<file path="src/rtl/fcd_pkg.sv">
package fcd_pkg;
    typedef enum logic [1:0] {
        SEQ_HOLD    = 2'd0,
        SEQ_PHASE_A = 2'd1,
        SEQ_PHASE_B = 2'd2
    } seq_state_e;
endpackage

</file>
<file path="src/rtl/fcd_period_gen.sv">
// Counts reference cycles within one output period and forms its high phase.
module fcd_period_gen #(
    parameter int DIV_W = 10
) (
    input  logic             clk_ref,
    input  logic             rst_n,
    input  logic             clr,
    input  logic             run,
    input  logic             load,
    input  logic [DIV_W-1:0] div_next,
    output logic             period_end,
    output logic             hi,
    output logic [DIV_W-1:0] cnt,
    output logic [DIV_W-1:0] cur_div
);
    localparam int HW = DIV_W + 1;

    logic [HW-1:0] half_next;
    logic [HW-1:0] half_cur;
    logic [HW-1:0] cnt_inc;

    // floor((k+1)/2) = high length for a field value k
    assign half_next  = ({1'b0, div_next} + HW'(1)) >> 1;
    assign half_cur   = ({1'b0, cur_div}  + HW'(1)) >> 1;
    assign cnt_inc    = {1'b0, cnt} + HW'(1);
    assign period_end = run && (cnt == cur_div);

    always_ff @(posedge clk_ref or negedge rst_n) begin
        if (!rst_n) begin
            cnt     <= '0;
            cur_div <= '0;
            hi      <= 1'b0;
        end else if (clr) begin
            cnt     <= '0;
            cur_div <= '0;
            hi      <= 1'b0;
        end else if (load || period_end) begin
            cnt     <= '0;
            cur_div <= div_next;
            hi      <= (half_next != '0);
        end else if (run) begin
            cnt     <= cnt_inc[DIV_W-1:0];
            hi      <= (cnt_inc < half_cur);
        end
    end
endmodule

</file>
<file path="src/rtl/fcd_seq.sv">
// Alternation sequencer: picks the divisor for each output period.
module fcd_seq
    import fcd_pkg::*;
#(
    parameter int DIV_W = 10,
    parameter int REP_W = 4
) (
    input  logic             clk_ref,
    input  logic             rst_n,
    input  logic             in_en,
    input  logic             dual_en,
    input  logic [DIV_W-1:0] div_a,
    input  logic [DIV_W-1:0] div_b,
    input  logic [REP_W-1:0] rep_a,
    input  logic [REP_W-1:0] rep_b,
    input  logic             period_end,
    output seq_state_e       state,
    output logic             load,
    output logic             run,
    output logic             clr,
    output logic [DIV_W-1:0] div_next
);
    seq_state_e       state_nxt;
    logic [REP_W-1:0] rcnt, rcnt_nxt;

    // state register
    always_ff @(posedge clk_ref or negedge rst_n) begin
        if (!rst_n) begin
            state <= SEQ_HOLD;
            rcnt  <= '0;
        end else begin
            state <= state_nxt;
            rcnt  <= rcnt_nxt;
        end
    end

    // next state
    always_comb begin
        state_nxt = state;
        rcnt_nxt  = rcnt;
        unique case (state)
            SEQ_HOLD: begin
                if (in_en) begin
                    state_nxt = SEQ_PHASE_A;
                    rcnt_nxt  = '0;
                end
            end
            SEQ_PHASE_A: begin
                if (period_end) begin
                    if (!dual_en) begin
                        rcnt_nxt = '0;
                    end else if (rcnt == rep_a) begin
                        state_nxt = SEQ_PHASE_B;
                        rcnt_nxt  = '0;
                    end else begin
                        rcnt_nxt = rcnt + REP_W'(1);
                    end
                end
            end
            SEQ_PHASE_B: begin
                if (period_end) begin
                    if (!dual_en || (rcnt == rep_b)) begin
                        state_nxt = SEQ_PHASE_A;
                        rcnt_nxt  = '0;
                    end else begin
                        rcnt_nxt = rcnt + REP_W'(1);
                    end
                end
            end
            default: begin
                state_nxt = SEQ_HOLD;
                rcnt_nxt  = '0;
            end
        endcase
        if (!in_en) begin
            state_nxt = SEQ_HOLD;
            rcnt_nxt  = '0;
        end
    end

    // outputs
    always_comb begin
        load     = (state == SEQ_HOLD) && in_en;
        run      = (state != SEQ_HOLD);
        clr      = !in_en;
        div_next = (state_nxt == SEQ_PHASE_B) ? div_b : div_a;
    end
endmodule

</file>
<file path="src/rtl/frac_clk_div.sv">
module frac_clk_div
    import fcd_pkg::*;
#(
    parameter int DIV_W = 10,
    parameter int REP_W = 4
) (
    input  logic             clk_ref,
    input  logic             rst_n,
    input  logic [DIV_W-1:0] cfg_div_a,
    input  logic [DIV_W-1:0] cfg_div_b,
    input  logic [REP_W-1:0] cfg_rep_a,
    input  logic [REP_W-1:0] cfg_rep_b,
    input  logic             cfg_dual_en,
    input  logic             cfg_bypass,
    input  logic             cfg_in_en,
    input  logic             cfg_out_en,
    output logic             clk_out
);
    seq_state_e       state;
    logic             load, run, clr, period_end, div_hi;
    logic [DIV_W-1:0] div_next, cnt, cur_div;

    fcd_seq #(.DIV_W(DIV_W), .REP_W(REP_W)) u_seq (
        .clk_ref    (clk_ref),
        .rst_n      (rst_n),
        .in_en      (cfg_in_en),
        .dual_en    (cfg_dual_en),
        .div_a      (cfg_div_a),
        .div_b      (cfg_div_b),
        .rep_a      (cfg_rep_a),
        .rep_b      (cfg_rep_b),
        .period_end (period_end),
        .state      (state),
        .load       (load),
        .run        (run),
        .clr        (clr),
        .div_next   (div_next)
    );

    fcd_period_gen #(.DIV_W(DIV_W)) u_pgen (
        .clk_ref    (clk_ref),
        .rst_n      (rst_n),
        .clr        (clr),
        .run        (run),
        .load       (load),
        .div_next   (div_next),
        .period_end (period_end),
        .hi         (div_hi),
        .cnt        (cnt),
        .cur_div    (cur_div)
    );

    // pass-through and gating
    assign clk_out = cfg_out_en & (cfg_bypass ? (clk_ref & cfg_in_en) : div_hi);
endmodule

</file>
<file path="config.mk">
export PLATFORM = sky130hd
export DESIGN_NAME = frac_clk_div
export DESIGN_NICKNAME = d
export VERILOG_FILES = /design/src/rtl/fcd_pkg.sv /design/src/rtl/fcd_period_gen.sv /design/src/rtl/fcd_seq.sv /design/src/rtl/frac_clk_div.sv
export SDC_FILE = /design/constraint.sdc
export NUM_CORES = 1
export LEC_CHECK = 0
export ABC_AREA = 1
export BUFFER_PORTS_ARGS = -buffer_cell sky130_fd_sc_hd__buf_2
export CAP_MARGIN = 0
export CELL_PAD_IN_SITES_DETAIL_PLACEMENT = 1
export CELL_PAD_IN_SITES_GLOBAL_PLACEMENT = 1
export CORE_ASPECT_RATIO = 1.4
export CORE_MARGIN = 5
export CORE_UTILIZATION = 44
export CTS_CLUSTER_DIAMETER = 100
export DETAILED_ROUTE_END_ITERATION = 16
export PLACE_DENSITY_LB_ADDON = 0.08
export SLEW_MARGIN = 20
export SYNTH_ARGS = -nofsm -noshare
export SYNTH_HDL_FRONTEND = slang
export SYNTH_HIERARCHICAL = 1
export SYNTH_SLANG_ARGS = --single-unit
</file>
<file path="constraint.sdc">
create_clock -name clk_ref -period 5.4 [get_ports clk_ref]
set_input_delay 1.08 -clock clk_ref [delete_from_list [all_inputs] [get_ports clk_ref]]
set_output_delay 1.08 -clock clk_ref [all_outputs]
set_load 0.05 [all_outputs]
</file>
==> run metrics <==
status=completed; TNS Setup=0 ns; Detail Placement HPWL=5730 um; Critical Path RT=between 4 and 5 ns; final setup violation count=0; Post-synth EDFFs=0; Resize count post-CTS=0; compound-cell area share of the yosys netlist=between 10% and 20%; Synth Flop Type=dfrtp_1; syn avg cell area=between 6 and 7 um^2; ANT cells=0; routed vias=2,458; register area share after synthesis=approximately 28%; reg2reg path depth=27; ys async rst share=100%; Hold-fix buffers, CTS=0; Cell variety after synth=30; Final Hold Viols=0; Post-DP Area=between 0.002 and 0.003 mm^2; clk_lat worst skew=about 0.38 ns; Post-Syn Instances=364; Worst-Margin Slew=around 0.70 ns; VDD IR max=~0.00020 V; largest net degree at the start of global routing=28; Initial Utilization=about 44%; first-pass GRT wire length=about 12,000 um; share of layout cells above drive strength 1=between 15 and 20%; Worst R2R Setup Slack=between 1.5 and 2 ns; Yosys warning total=6; core area=between 0.005 and 0.006 mm^2; Setup Crit Path Kind=clk2out; I/O pin count=35; clk slew on worst S/H paths=~0.09 ns; Worst Setup End Kind=output port; most numerous cell in the Yosys netlist=nand2_1; Max transition margin=between 50% and 60%; Static Leak=~1.5 nW; vias in the first global route=around 2.7k; top-area cell type share of the netlist area=around 28%; Core Rows=32; main combinational cell family by area after synthesis=simple AND/OR/NAND/NOR gates; First DRT Iteration DRCs=103; finished layout cell area=about 0.0027 mm^2; P&R area growth vs syn=12.1%; grt ovf=0; Die Y=a little under 100 um; GRT Util Overall=between 20% and 30%; total routed wirelength=~7000 um; GP Congestion=0.813; Residual DRC=0; number of detailed-route iterations in the first pass=4; Via density=around 5.3; chip width=just over 70 um; mux contribution to synthesized area=0%; #FFs+latches synth=27; WHS Path Cells=2; unrepaired setup endpoints after global routing=no; skew final=a little over 0.006 ns; WL per Instance=around 15 um; Final ANT Viol Nets=0; CTS tree=built; CP Launch Type=clock port; Synth Area in Simple Gates=34.9%; Final nets=between 400 and 500; synth top area cells=dfrtp_1, nand2_1, inv_1, ha_1, nand3_1; critical path fanouts, max=2; fillers=765; mapped cell area=roughly 0.0024 mm^2; Worst EP arrival=about 3.3 ns; HP Class=reg2reg; max cap viols=0; Post-CTS Setup Inserts=0; I/O Buffers=34; Synth area leader=dfrtp_1; Synth Area in Adders=around 8.8%; PD cells=~200 mW/mm^2; Synth top cells by count=nand2_1, inv_1, nand3_1; Synthesized Nets=approximately 420; area of the die=between 0.007 and 0.008 mm^2; xor/xnor share of the synthesized area=under 10%; initial antenna violation count=0; Final Max Tran Viols=0
metrics by stage:
| step | total power [mW] | std cells | utilization, % | setup WS, ns | hold slack [ns] |
|---|---|---|---|---|---|
| 6_report | 0.537 | 468 | 49.9 | 1.02 | 0.625 |
| 5_1_grt | 0.572 | 468 | 49.9 | 0.998 | 0.665 |
| 4_1_cts | 0.546 | 468 | 49.9 | 1.01 | 0.632 |
| 3_5_place_dp | 0.365 | 461 | 48.3 | 1.27 | 0.605 |
| 3_3_place_gp | 0.361 | 461 | 48.3 | 1.27 | 0.578 |
| 2_1_floorplan | 0.319 | 364 | - | 1.32 | 0.470 |
report_power, final:
group / switching (mW) / internal [mW]
clock network: 0.0818 / 0.103
registers: 0.0130 / 0.212
logic: 0.0837 / 0.0441
total: 0.178 / 0.359
metal layers:
layer  track usage, %  wire, um  vias up
met5                0         0        -
met4             6.96       134        0
met3             2.57       134       12
met2             41.4      3920       35
met1             22.9      2780     1180
li1                 -         -     1231
placed cells by master (no fill, tap or decap):
cell and instances:
inv_2 5, nor3b_1 1, a21oi_4 1, a21oi_1 8
ha_1 17, nor2_1 25, nor4_1 2, xor2_1 14
nand3_1 39, nor3_1 2, o211ai_1 1, or2_2 1
inv_1 57, nand3b_1 1, nand2_1 106, nor4_2 1
nand3_2 1, buf_2 34, xnor2_1 3, nor3_2 1
o22ai_1 9, nand4_1 5, a21oi_2 2, dfrtp_1 27
clkbuf_8 6, nand2_2 4, o21ai_2 3, clkbuf_1 1
o21ai_1 3, nor2_2 4, o21ai_0 16
cell families after synthesis:
| group | count (synthesis) |
|---|---|
| AO/OA/AOI/OAI | 43 |
| XOR/XNOR | 17 |
| adder cells (fa/ha/maj) | 17 |
| buffers and inverters | 67 |
| flip-flops | 27 |
| AND/OR/NAND/NOR | 193 |
area by class of cell:
cell class | instances | area [um^2] | share of cell area, %
inverter | 62 | 233 | 8.57
clock buffer | 8 | 91.3 | 3.36
timing repair buffer | 33 | 165 | 6.08
multi-input combinational | 270 | 1470 | 54.0
tap | 68 | 85.1 | 3.13
sequential | 27 | 676 | 24.9
flip-flops by register name (all words and copies together), names as in the netlist:
signal / cells
u_pgen/cnt: 10
u_seq/state: 2
u_pgen/cur_div: 10
u_pgen/hi: 1
u_seq/rcnt: 4
worst max-delay path, stage by stage:
cell      delay [ns]
clkbuf_8        0.11
clkbuf_8        0.12
a21oi_2         0.11
nor2_1          0.05
buf_2           0.21
path summary, 6_finish.rpt:
kind,start,to
max,clk_ref,clk_out
min,u_pgen/hi$_DFFE_PN0P_,u_pgen/hi$_DFFE_PN0P_
max reg2reg,u_seq/state[0]$_DFF_PN0_,u_pgen/hi$_DFFE_PN0P_
min reg2reg,u_pgen/hi$_DFFE_PN0P_,u_pgen/hi$_DFFE_PN0P_
max in group asynchronous,rst_n,u_pgen/cur_div[8]$_DFFE_PN0P_
min in group asynchronous,rst_n,u_pgen/cnt[2]$_DFFE_PN0P_
No activity file was read; power rests on OpenSTA's default activity.
